`config.mk`:
```
export PLATFORM = sky130hd
export DESIGN_NAME = filt_out_scaler
export DESIGN_NICKNAME = d
export VERILOG_FILES = /design/src/rtl/fom_pkg.sv /design/src/rtl/fom_const_pick.sv /design/src/rtl/fom_ffwd_pick.sv /design/src/rtl/fom_frac_scale.sv /design/src/rtl/filt_out_scaler.sv
export SDC_FILE = /design/constraint.sdc
export NUM_CORES = 1
export LEC_CHECK = 0
export ABC_AREA = 1
export BUFFER_PORTS_ARGS = -buffer_cell sky130_fd_sc_hd__clkbuf_2
export CAP_MARGIN = 5
export CELL_PAD_IN_SITES_DETAIL_PLACEMENT = 0
export CELL_PAD_IN_SITES_GLOBAL_PLACEMENT = 2
export CORE_ASPECT_RATIO = 0.9
export CORE_UTILIZATION = 25
export DETAILED_ROUTE_END_ITERATION = 8
export PLACE_DENSITY_LB_ADDON = 0.05
export SYNTH_ARGS = -nofsm -noshare
export SYNTH_HDL_FRONTEND = slang
export SYNTH_HIERARCHICAL = 1
export SYNTH_SLANG_ARGS = --single-unit
```
`constraint.sdc`:
```
create_clock -name clk -period 7.45 [get_ports clk]
set_input_delay 0.3725 -clock clk [delete_from_list [all_inputs] [get_ports clk]]
set_output_delay 0.3725 -clock clk [all_outputs]
set_load 0.01 [all_outputs]
```
`src/rtl/fom_pkg.sv`:
```
// Package fom_pkg
// Shared encodings for the filter output multiplier selector.
// Assumes the duty mode select is 2 bits wide; code 3 is reserved.
package fom_pkg;

    typedef enum logic [1:0] {
        DM_PERIOD = 2'd0,
        DM_KCONST = 2'd1,
        DM_FFWD   = 2'd2,
        DM_RSVD   = 2'd3
    } duty_mode_e;

    typedef enum logic {
        PM_PERIOD = 1'b0,
        PM_KCONST = 1'b1
    } per_mode_e;

endpackage

```
`src/rtl/fom_const_pick.sv`:
```
// Module fom_const_pick
// Picks one of NUM_KC packed gain constants by index.
// Assumes an index of NUM_KC or above is invalid. For an invalid index, the
// fallback operand (the switching period) is passed through instead.
module fom_const_pick #(
    parameter int NUM_KC = 3,
    parameter int MULT_W = 14,
    localparam int SEL_W = (NUM_KC > 1) ? $clog2(NUM_KC + 1) : 1
) (
    input  logic [NUM_KC*MULT_W-1:0] consts,
    input  logic [SEL_W-1:0]         sel,
    input  logic [MULT_W-1:0]        fallback,
    output logic [MULT_W-1:0]        picked
);

    // Index lookup with fallback for out-of-range selects
    always_comb begin
        picked = fallback;
        for (int k = 0; k < NUM_KC; k++) begin
            if (int'(sel) == k) begin
                picked = consts[k*MULT_W +: MULT_W];
            end
        end
    end

endmodule

```
`src/rtl/fom_ffwd_pick.sv`:
```
// Module fom_ffwd_pick
// Selects one of NUM_SRC other-filter outputs and keeps its top MULT_W bits
// as a feed-forward operand.
// Assumes FRAC_W >= MULT_W. An out-of-range index yields the fallback operand.
module fom_ffwd_pick #(
    parameter int NUM_SRC = 3,
    parameter int FRAC_W  = 16,
    parameter int MULT_W  = 14,
    localparam int SEL_W  = (NUM_SRC > 1) ? $clog2(NUM_SRC + 1) : 1,
    localparam int DROP   = FRAC_W - MULT_W
) (
    input  logic [NUM_SRC*FRAC_W-1:0] srcs,
    input  logic [SEL_W-1:0]          sel,
    input  logic [MULT_W-1:0]         fallback,
    output logic [MULT_W-1:0]         picked
);

    logic [MULT_W-1:0] tops [NUM_SRC];

    genvar g;
    generate
        for (g = 0; g < NUM_SRC; g++) begin : g_top
            // Upper bits of each source output
            assign tops[g] = srcs[g*FRAC_W + DROP +: MULT_W];
        end
    endgenerate

    // Source lookup with fallback for out-of-range selects
    always_comb begin
        picked = fallback;
        for (int s = 0; s < NUM_SRC; s++) begin
            if (int'(sel) == s) begin
                picked = tops[s];
            end
        end
    end

endmodule

```
`src/rtl/fom_frac_scale.sv`:
```
// Module fom_frac_scale
// Multiplies an unsigned FRAC_W-bit fraction by an unsigned MULT_W-bit operand
// and drops the FRAC_W fraction bits. The result is always below the operand
// (or zero), so it fits in MULT_W bits with no saturation.
module fom_frac_scale #(
    parameter int FRAC_W = 16,
    parameter int MULT_W = 14,
    localparam int PROD_W = FRAC_W + MULT_W
) (
    input  logic [FRAC_W-1:0] frac,
    input  logic [MULT_W-1:0] mult,
    output logic [MULT_W-1:0] scaled
);

    logic [PROD_W-1:0] prod;

    // Full-width product, then truncation of the fractional part
    always_comb begin
        prod   = PROD_W'(frac) * PROD_W'(mult);
        scaled = prod[PROD_W-1:FRAC_W];
    end

endmodule

```
`src/rtl/filt_out_scaler.sv`:
```
// Module filt_out_scaler
// Scales a compensator output fraction into a duty count and a period count.
// The duty operand is the period, a gain constant or a feed-forward value.
// The period operand is the period or a gain constant. Both results register
// on a valid strobe.
// Assumes all operand registers are stable when sample_vld is high.
// Synchronous active-low reset.
module filt_out_scaler
    import fom_pkg::*;
#(
    parameter int FRAC_W  = 16,
    parameter int MULT_W  = 14,
    parameter int NUM_KC  = 3,
    parameter int NUM_FF  = 3,
    localparam int KSEL_W = (NUM_KC > 1) ? $clog2(NUM_KC + 1) : 1,
    localparam int FSEL_W = (NUM_FF > 1) ? $clog2(NUM_FF + 1) : 1
) (
    input  logic                     clk,
    input  logic                     rst_n,
    input  logic                     sample_vld,
    input  logic [FRAC_W-1:0]        filt_out,
    input  logic [MULT_W-1:0]        pwm_period,
    input  logic [NUM_KC*MULT_W-1:0] kc_vals,
    input  logic [KSEL_W-1:0]        kc_sel,
    input  logic [NUM_FF*FRAC_W-1:0] ff_outs,
    input  logic [FSEL_W-1:0]        ff_sel,
    input  logic [1:0]               duty_sel,
    input  logic                     per_sel,
    output logic [MULT_W-1:0]        duty_out,
    output logic [MULT_W-1:0]        period_out
);

    logic [MULT_W-1:0] kc_op;
    logic [MULT_W-1:0] ff_op;
    logic [MULT_W-1:0] duty_op;
    logic [MULT_W-1:0] per_op;
    logic [MULT_W-1:0] duty_nx;
    logic [MULT_W-1:0] per_nx;

    fom_const_pick #(.NUM_KC(NUM_KC), .MULT_W(MULT_W)) u_kc (
        .consts  (kc_vals),
        .sel     (kc_sel),
        .fallback(pwm_period),
        .picked  (kc_op)
    );

    fom_ffwd_pick #(.NUM_SRC(NUM_FF), .FRAC_W(FRAC_W), .MULT_W(MULT_W)) u_ff (
        .srcs    (ff_outs),
        .sel     (ff_sel),
        .fallback(pwm_period),
        .picked  (ff_op)
    );

    // Duty operand mux; reserved mode falls back to the period
    always_comb begin
        unique case (duty_mode_e'(duty_sel))
            DM_KCONST: duty_op = kc_op;
            DM_FFWD:   duty_op = ff_op;
            default:   duty_op = pwm_period;
        endcase
    end

    // Period operand mux: only period or gain constant
    always_comb begin
        per_op = (per_mode_e'(per_sel) == PM_KCONST) ? kc_op : pwm_period;
    end

    fom_frac_scale #(.FRAC_W(FRAC_W), .MULT_W(MULT_W)) u_duty_mul (
        .frac  (filt_out),
        .mult  (duty_op),
        .scaled(duty_nx)
    );

    fom_frac_scale #(.FRAC_W(FRAC_W), .MULT_W(MULT_W)) u_per_mul (
        .frac  (filt_out),
        .mult  (per_op),
        .scaled(per_nx)
    );

    // Output registers, loaded only on a valid sample
    always_ff @(posedge clk) begin
        if (!rst_n) begin
            duty_out   <= '0;
            period_out <= '0;
        end else if (sample_vld) begin
            duty_out   <= duty_nx;
            period_out <= per_nx;
        end
    end

endmodule

```
==> results.py, run 1 <==
metrics = {
    "synthesis": {
        "yosysSeqAreaShare": 0.0306,
        "ys.warnings.count": 6,
        "yosys-mux-area-fraction": 0,
        "complex_gate_fraction_of_the_synthesized_area": 0.0441,
        "synth.net_count": 3355,
        "post_synth_simple_gate_area": 0.262,
        "synth_xor_area_frac": 0.00478,
        "synth_top_family_by_area": "adder cells",
        "mappedNetlistArea_um2": 18300,
        "netlist-cell-type-count": 36,
        "number_of_register_bits_inferred_by_synthesis": 28,
        "syn_avg_cell_area_um2": 6.76,
        "arithmetic_cell_share_of_the_synthesized_area_counting_full_adders_half_adders_and_majority_gates": 0.486,
        "postSynthCellCount": 2711,
    },
    "sta": {
        "rsz0062_at_grt": "no",
        "period_share": 0.916,
        "worst-slew-pin-transition_ns": 0.992,
        "hold_viol_final": 0,
        "min_period_ns": 6.82,
        "report.final.slew_viol_count": 0,
        "setup_viol": 0,
        "final.setup_skew_ns": 0,
        "timing.setup.tns_ns": 0,
        "max_freq_ghz": 0.147,
        "worst_max_slew_margin_expressed_relative_to_the_limit": 0.338,
    },
    "drt": {
        "drt_first_iter_violations": 731,
        "dr.pass1.iters": 5,
        "drc_violation_count_after_routing": 0,
        "final_antenna_net_count": 0,
        "drt_wl_total_mm": 60.8,
        "routedWlPerCell_um": 16.1,
        "drt-vias-per-instance": 4.24,
        "total_number_of_vias": 15900,
    },
    "grt": {
        "grt_usage": 0.169,
        "grt_antenna_before_repair": 0,
        "grt_pass1_wl_mm": 99.1,
        "number_of_global_route_vias_before_repair": 17100,
        "maximum_number_of_pins_on_one_net_before_global_route_repair": 30,
        "globalRoute.totalOverflow": 0,
    },
    "setup_path": {
        "critical_path_peak_fanout": 28,
        "critical_path.endpoint_type": "register",
        "critPathMostFrequentCell": "nand2_1",
        "worst_ep_arrival_time_ns": 6.99,
        "timing.critical_path.slowest_stage_cell": "fa_1",
        "worst-setup-path-type": "input port to register",
        "critical_path_required_ns": 7.61,
        "setup.worst_path.start_class": "input port",
        "cpPeakStageDelay_ns": 0.56,
    },
    "cells_and_area": {
        "area_growth_pct": 10.5,
        "antenna_cells_inserted": 0,
        "fin_nets": 3460,
        "share_of_layout_cells_above_drive_strength_1": 0.0871,
        "layout_commonest_cell": "nand2_1",
        "mostFrequentLayoutCells": "898 x nand2_1, 672 x inv_1, 328 x fa_1",
        "final_util": 0.281,
    },
    "cts": {
        "ctsHoldBuffers": 0,
        "clock_sink_total": 28,
        "cts.htree.levels": 1,
        "clock_path_buffers": 2,
        "cts_inserted_buffers": 3,
        "post_cts_resize_count": 0,
        "tritoncts": "yes",
        "worst_skew_pair.late_latency_ns": 0.27,
        "post-cts-setup-buffers": 0,
        "path_clk_slew_ns": 0.07,
        "clock_tree.root_cell": "clkbuf_16",
    },
    "placed_design": {
        "place.detailed.hpwl_mm": 51.9,
        "port-buffer-count": 151,
        "globalplace.congestion": 0.788,
    },
    "floorplan": {
        "design.portCount": 158,
        "std_cell_rows": 93,
        "die_height_um": 259,
        "fp.dieArea_um2": 74400,
        "chipWidth_um": 287,
        "starting_utilization_of_the_core_area": 0.254,
        "design.core.area_um2": 72000,
    },
    "min_path": {
        "hold_path.class": "register to register",
    },
    "outcome": {
        "outcome": "complete, no violations",
    },
    "flow_run": {
        "number_of_maximum_capacitance_constraint_violations": 0,
    },
}
-- cells by family after synthesis --
| kind of cell | after synthesis |
|---|---|
| xor+xnor | 10 |
| flops | 28 |
| compound gates | 148 |
| fa+ha+maj | 514 |
| buf+inv | 793 |
| simple gates | 1218 |
-- area by class of cell --
class / count / area (um2)
multi-input cells: 1890 / 14600
fillers: 8205 / 51800
flip-flops and latches: 28 / 561
repair buffers: 215 / 1260
well taps: 950 / 1190
inverters: 678 / 2550
clock buffers: 3 / 75.1
-- synth_stat cells --
cell type	number	share of area
inv_2	5	0.0010
nand4_1	6	0.0020
nor2_1	219	0.045
clkbuf_2	1	0.00027
inv_8	1	0.00061
fa_1	328	0.36
buf_2	6	0.0016
nor3b_1	2	0.00082
nand3_2	6	0.0033
ha_1	186	0.13
xor2_1	4	0.0019
clkbuf_1	84	0.017
nand3_1	60	0.016
nor2_2	3	0.0010
xnor2_1	6	0.0029
o21bai_1	10	0.0041
nand2_2	2	0.00068
o21ai_2	2	0.00096
a21o_1	6	0.0025
nor2_4	2	0.0012
buf_12	1	0.0011
buf_8	2	0.0016
nor3_1	14	0.0038
buf_4	8	0.0033
inv_1	672	0.14
nand2_4	2	0.0012
a21oi_1	50	0.014
dfxtp_1	28	0.031
o21ai_1	6	0.0016
o21ai_0	66	0.018
nand2_1	898	0.18
o21bai_2	2	0.0012
buf_6	13	0.0080
nor2_8	2	0.0022
nand3b_1	2	0.00082
a31oi_1	6	0.0020
-- worst max-delay path: cells and delay by family --
kind | cells | cell delay [ns]
adders and majority gates | 7 | 3.26
buffers and inverters | 5 | 0.87
AOI/OAI and AO/OA | 3 | 0.79
and+or+nand+nor | 14 | 1.65
-- metal layers --
layer | wire [um] | global-route usage | up-vias
met5 | 0 | 0 | -
li1 | - | - | 8007
met4 | 268 | 0.0152 | 0
met2 | 26100 | 0.266 | 236
met3 | 1900 | 0.00748 | 12
met1 | 32500 | 0.262 | 7691
-- through the flow --
step	instance area (um2)	setup WS, ns	std cells	hold WS [ns]
floorplan	18300	1.41	2711	0.518
global placement	20200	0.314	3761	0.475
detailed placement	20200	0.372	3761	0.474
CTS	20200	0.647	3764	0.500
global route	20200	0.0606	3764	0.527
finish	20200	0.628	3764	0.496
-- worst paths after layout --
| check | startpoint | end | slack [ns] | cells past startpoint |
|---|---|---|---|---|
| worst max-delay path | ff_sel[0] | duty_out[9]$_SDFFE_PN0P_ | 0.63 | 29 |
| worst min-delay path | duty_out[7]$_SDFFE_PN0P_ | duty_out[7]$_SDFFE_PN0P_ | 0.50 | 2 |
| worst max register to register | period_out[5]$_SDFFE_PN0P_ | period_out[5]$_SDFFE_PN0P_ | 6.81 | 2 |
| worst min register to register | duty_out[7]$_SDFFE_PN0P_ | duty_out[7]$_SDFFE_PN0P_ | 0.50 | 2 |
-- sequential cells by signal, summed over array words and instances (netlist names) --
register,flops
duty_out,14
period_out,14
Power of run 1 is not shown: default switching activity piles up to over one toggle a cycle in this logic, so the estimate is an artifact.
==> inputs of run 2 (changes only) <==
- CORE_MARGIN: default -> 2
- RECOVER_POWER: default -> 50
==> run 2 against run 1 <==
  * Hold slack gained 0.0029 ns
  * Critical path depth stayed put
  * Setup slack gained 0.063 ns
  * Die area increased by 1.5%
  * Global-route usage decreased by 0.20 points
  * Clock skew did not move
  * Highest routed layer unchanged
  * First-iteration DRC count fell by 5.7%
  * Largest cell class unchanged
  * Utilization fell by 0.36 points
  * Sequential share of layout area about the same
  * Final cell count grew 0.27%
  * Count of clock-buffer cells in the layout is 1 higher
  * Register-to-register slack barely moved
==> results.py, run 2 (synthesized netlist as in run 1, its figures left out) <==
metrics = {
    "cts": {
        "worst_skew_pair.late_latency_ns": 0.27,
        "clock_path_buffers": 2,
        "clock_sink_total": 28,
        "cts_inserted_buffers": 3,
        "post-cts-setup-buffers": 0,
        "path_clk_slew_ns": 0.07,
        "clock_tree.root_cell": "clkbuf_16",
        "tritoncts": "yes",
        "post_cts_resize_count": 0,
        "cts.htree.levels": 1,
        "ctsHoldBuffers": 0,
    },
    "drt": {
        "final_antenna_net_count": 0,
        "total_number_of_vias": 16000,
        "drt_wl_total_mm": 60.8,
        "drt_first_iter_violations": 689,
        "dr.pass1.iters": 6,
        "routedWlPerCell_um": 16.1,
        "drt-vias-per-instance": 4.23,
        "drc_violation_count_after_routing": 0,
    },
    "cells_and_area": {
        "fillers": 8229,
        "largestRegisters": "duty_out x14, period_out x14",
        "area_growth_pct": 10.2,
        "layout_commonest_cell": "nand2_1",
        "antenna_cells_inserted": 0,
        "finalNonFillerCells": 3774,
        "fin_nets": 3459,
        "share_of_layout_cells_above_drive_strength_1": 0.0771,
        "mostFrequentLayoutCells": "898 x nand2_1, 672 x inv_1, 328 x fa_1",
    },
    "setup_path": {
        "worst_ep_arrival_time_ns": 6.93,
        "regToRegSetupSlack_ns": 6.82,
        "setup.worst_path.start_class": "input port",
        "worst-setup-path-type": "input port to register",
        "depth_of_the_worst_register_to_register_path": 2,
        "cpPeakStageDelay_ns": 0.58,
        "critical_path_required_ns": 7.62,
        "critical_path.endpoint_type": "register",
        "worst-path-stages": 29,
        "worst-path-buf-inv": 4,
        "crit_start": "kc_sel[0]",
        "critical_path.endpoint": "duty_out[7]$_SDFFE_PN0P_",
        "worst_path_dominant_cell_family": "adder cells",
        "critPathMostFrequentCell": "nand2_1",
        "timing.critical_path.slowest_stage_cell": "fa_1",
        "r2r_end": "period_out[12]$_SDFFE_PN0P_",
        "critical_path_peak_fanout": 10,
        "r2r-start": "period_out[12]$_SDFFE_PN0P_",
    },
    "floorplan": {
        "design.core.area_um2": 72800,
        "chipWidth_um": 289,
        "fp.dieArea_um2": 75400,
        "std_cell_rows": 94,
        "starting_utilization_of_the_core_area": 0.252,
        "die_height_um": 261,
        "design.portCount": 158,
    },
    "sta": {
        "min_period_ns": 6.76,
        "max_freq_ghz": 0.148,
        "report.final.slew_viol_count": 0,
        "rsz0062_at_grt": "no",
        "worst-slew-pin-transition_ns": 1.24,
        "timing.setup.tns_ns": 0,
        "worst_max_slew_margin_expressed_relative_to_the_limit": 0.171,
        "setup_viol": 0,
        "period_share": 0.907,
        "final.setup_skew_ns": 0,
        "hold_viol_final": 0,
    },
    "outcome": {
        "outcome": "complete, no violations",
    },
    "grt": {
        "maximum_number_of_pins_on_one_net_before_global_route_repair": 30,
        "grt_antenna_before_repair": 0,
        "globalRoute.totalOverflow": 0,
        "grt_usage": 0.167,
        "grt_pass1_wl_mm": 99.1,
        "number_of_global_route_vias_before_repair": 17200,
    },
    "placed_design": {
        "place.detailed.hpwl_mm": 52.4,
        "globalplace.congestion": 0.807,
        "numPlacedInstances": 3770,
        "port-buffer-count": 151,
    },
    "flow_run": {
        "number_of_maximum_capacitance_constraint_violations": 0,
    },
    "min_path": {
        "hold_path.class": "register to register",
    },
}
==> run 2: changes by cell type in the layout (fill, tap and decap cells not counted), sizes merged <==
cell / previous run / this run
buf: 64 / 63
clkbuf: 154 / 155
==> run 2: layout make-up <==
class / count / area, um2 / area share
tap: 960 / 1200 / 0.0595
inverter: 678 / 2550 / 0.126
sequential: 28 / 561 / 0.0278
timing repair buffer: 214 / 1190 / 0.0591
clock buffer: 4 / 88.8 / 0.00440
multi-input combinational: 1890 / 14600 / 0.723
==> run 2: how the worst min path moves through the flow <==
stage / from / end / depth (start not counted)
finish: duty_out[1]$_SDFFE_PN0P_ / duty_out[1]$_SDFFE_PN0P_ / 2
global route: duty_out[1]$_SDFFE_PN0P_ / duty_out[1]$_SDFFE_PN0P_ / 2
CTS: duty_out[2]$_SDFFE_PN0P_ / duty_out[2]$_SDFFE_PN0P_ / 2
detailed placement: period_out[7]$_SDFFE_PN0P_ / period_out[7]$_SDFFE_PN0P_ / 2
global placement: duty_out[2]$_SDFFE_PN0P_ / duty_out[2]$_SDFFE_PN0P_ / 2
floorplan: period_out[2]$_SDFFE_PN0P_ / period_out[2]$_SDFFE_PN0P_ / 2
==> run 2: layer usage <==
layer  GRT usage  vias up  wire length (um)  share of wire
met5           0        -                 0              0
li1            -     8001                 -              -
met1       0.258     7685             32200           0.53
met4      0.0125        0               303         0.0050
met2       0.267      248             26400           0.43
met3     0.00769       19              1920          0.031
==> run 2: worst min-delay path, cell delays in order (launching register included) <==
cell and delay, ns:
dfxtp_1 0.33, o21ai_1 0.06, nor2_1 0.08
==> run 2: through the flow <==
step / worst slack (ns) / hold WS (ns) / utilization / area, um2
after CTS: 0.622 / 0.503 / 0.278 / 20200
final: 0.691 / 0.498 / 0.277 / 20200
after floorplan: 1.41 / 0.518 / - / 18300
after detailed placement: 0.366 / 0.481 / 0.277 / 20100
after global placement: 0.364 / 0.478 / 0.277 / 20100
after global routing: 0.103 / 0.525 / 0.277 / 20200
Power of run 2 is left out for the same reason.
==> inputs of run 3 (changes only) <==
- clock period: 7.45 -> 6.6 ns (I/O delays scaled with it)
==> run 3 against run 2 <==
  * Register-to-register slack worse by 0.86 ns
  * Sequential share of layout area is 0.16 points lower
  * Global-route usage up 0.21 points
  * Critical path depth increased by 3
  * Setup slack worse by 0.36 ns
  * Utilization increased by 1.7 points
  * Final cell count increased by 3.2%
  * Hold slack worse by 0.0035 ns
  * Routed wire length increased by 1.5%
  * Highest routed layer unchanged
==> results.py, run 3 (synthesized netlist as in run 1, its figures left out) <==
metrics = {
    "grt": {
        "maximum_number_of_pins_on_one_net_before_global_route_repair": 30,
        "grt_antenna_before_repair": 0,
        "globalRoute.totalOverflow": 0,
        "grt_usage": 0.170,
        "grt_pass1_wl_mm": 101,
        "number_of_global_route_vias_before_repair": 17900,
    },
    "floorplan": {
        "chipWidth_um": 289,
        "std_cell_rows": 94,
        "design.core.area_um2": 72800,
        "fp.dieArea_um2": 75400,
        "starting_utilization_of_the_core_area": 0.252,
        "die_height_um": 261,
        "design.portCount": 158,
    },
    "sta": {
        "setup_viol": 0,
        "rsz0062_at_grt": "yes",
        "finalWorstSetupSlack_ns": 0.332,
        "final.setup_skew_ns": 0,
        "hold_viol_final": 0,
        "worst_max_slew_margin_expressed_relative_to_the_limit": 0.484,
        "report.final.slew_viol_count": 0,
        "min_period_ns": 6.27,
        "final.hold.worst_slack_ns": 0.495,
        "max_freq_ghz": 0.160,
        "worst-slew-pin-transition_ns": 0.773,
        "period_share": 0.950,
        "timing.setup.tns_ns": 0,
    },
    "drt": {
        "dr.pass1.iters": 5,
        "drt-vias-per-instance": 4.20,
        "final_antenna_net_count": 0,
        "total_number_of_vias": 16400,
        "drc_violation_count_after_routing": 0,
        "routedWlPerCell_um": 15.8,
        "drt_wl_total_mm": 61.7,
        "drt_first_iter_violations": 686,
    },
    "cts": {
        "clock_path_buffers": 2,
        "ctsHoldBuffers": 0,
        "cts.htree.levels": 1,
        "tritoncts": "yes",
        "clock_tree.root_cell": "clkbuf_16",
        "cts_inserted_buffers": 3,
        "clock_sink_total": 28,
        "path_clk_slew_ns": 0.07,
        "worst_skew_pair.late_latency_ns": 0.27,
    },
    "setup_path": {
        "critPathMostFrequentCell": "nand2_1",
        "worst-setup-path-type": "input port to register",
        "timing.critical_path.slowest_stage_cell": "fa_1",
        "critical_path_required_ns": 6.81,
        "cpPeakStageDelay_ns": 0.54,
        "setup.worst_path.start_class": "input port",
        "critical_path_peak_fanout": 17,
        "critical_path.endpoint_type": "register",
        "worst_ep_arrival_time_ns": 6.48,
    },
    "outcome": {
        "outcome": "complete, no violations",
    },
    "min_path": {
        "hold_path.class": "register to register",
    },
    "cells_and_area": {
        "layout_commonest_cell": "nand2_1",
        "mostFrequentLayoutCells": "890 x nand2_1, 672 x inv_1, 325 x fa_1",
        "share_of_layout_cells_above_drive_strength_1": 0.130,
        "antenna_cells_inserted": 0,
        "largestRegisters": "duty_out x14, period_out x14",
        "final_util": 0.294,
        "area_growth_pct": 16.9,
        "fillers": 8213,
        "fin_nets": 3580,
    },
    "placed_design": {
        "globalplace.congestion": 0.799,
        "place.detailed.hpwl_mm": 53.7,
        "port-buffer-count": 151,
        "post-place-ws_ns": -0.162,
    },
    "flow_run": {
        "number_of_maximum_capacitance_constraint_violations": 0,
    },
}
-- run 3: cell types whose count changed in the layout (fill, tap and decap cells not counted), moves of 4 or more --
cell,before,now
nand2_2,2,9
a21oi_2,0,12
nor2_1,219,211
clkbuf_1,28,23
buf_12,0,11
a21oi_1,50,38
nor3_1,14,10
nor2_2,3,11
nand2_1,898,890
buf_4,63,171
nor3_2,0,4
-- run 3: routing by layer --
metal / track usage / share of wire / wire, um
met4: 0.0140 / 0.0062 / 383
met3: 0.00507 / 0.025 / 1570
met5: 0 / 0 / 0
met1: 0.262 / 0.53 / 32900
met2: 0.271 / 0.44 / 26800
-- run 3: area by class of cell --
type / instances / area [um2] / share of cell area
tap: 960 / 1200 / 0.0561
multi-input combinational: 1891 / 14800 / 0.689
sequential: 28 / 561 / 0.0262
inverter: 678 / 2560 / 0.119
clock buffer: 3 / 75.1 / 0.00351
timing repair buffer: 334 / 2250 / 0.105
-- run 3: stage by stage --
| stage | instance area, um2 | instances |
|---|---|---|
| 2_1_floorplan | 18300 | 2711 |
| 3_3_place_gp | 21200 | 3888 |
| 3_5_place_dp | 21200 | 3888 |
| 4_1_cts | 21200 | 3891 |
| 5_1_grt | 21400 | 3894 |
| 6_report | 21400 | 3894 |
-- run 3: timing repair --
action	in CTS	in global routing
setup endpoints to repair	0	28
setup buffers	0	2
gates resized for setup	0	54
-- run 3: worst paths after layout --
kind | cells after the start | startpoint | to | slack (ns)
max | 32 | kc_sel[0] | duty_out[1]$_SDFFE_PN0P_ | 0.33
min | 2 | duty_out[2]$_SDFFE_PN0P_ | duty_out[2]$_SDFFE_PN0P_ | 0.50
max reg2reg | 2 | period_out[3]$_SDFFE_PN0P_ | period_out[3]$_SDFFE_PN0P_ | 5.96
min reg2reg | 2 | duty_out[2]$_SDFFE_PN0P_ | duty_out[2]$_SDFFE_PN0P_ | 0.50
-- run 3: critical path, delay by kind of cell --
family	cells	cell delay (ns)
buffers and inverters	10	1.04
xor gates and xnor gates	1	0.33
and+or+nand+nor	13	1.18
AOI/OAI and AO/OA	1	0.31
adders and majority gates	7	3.25
Power of run 3 is left out for the same reason.
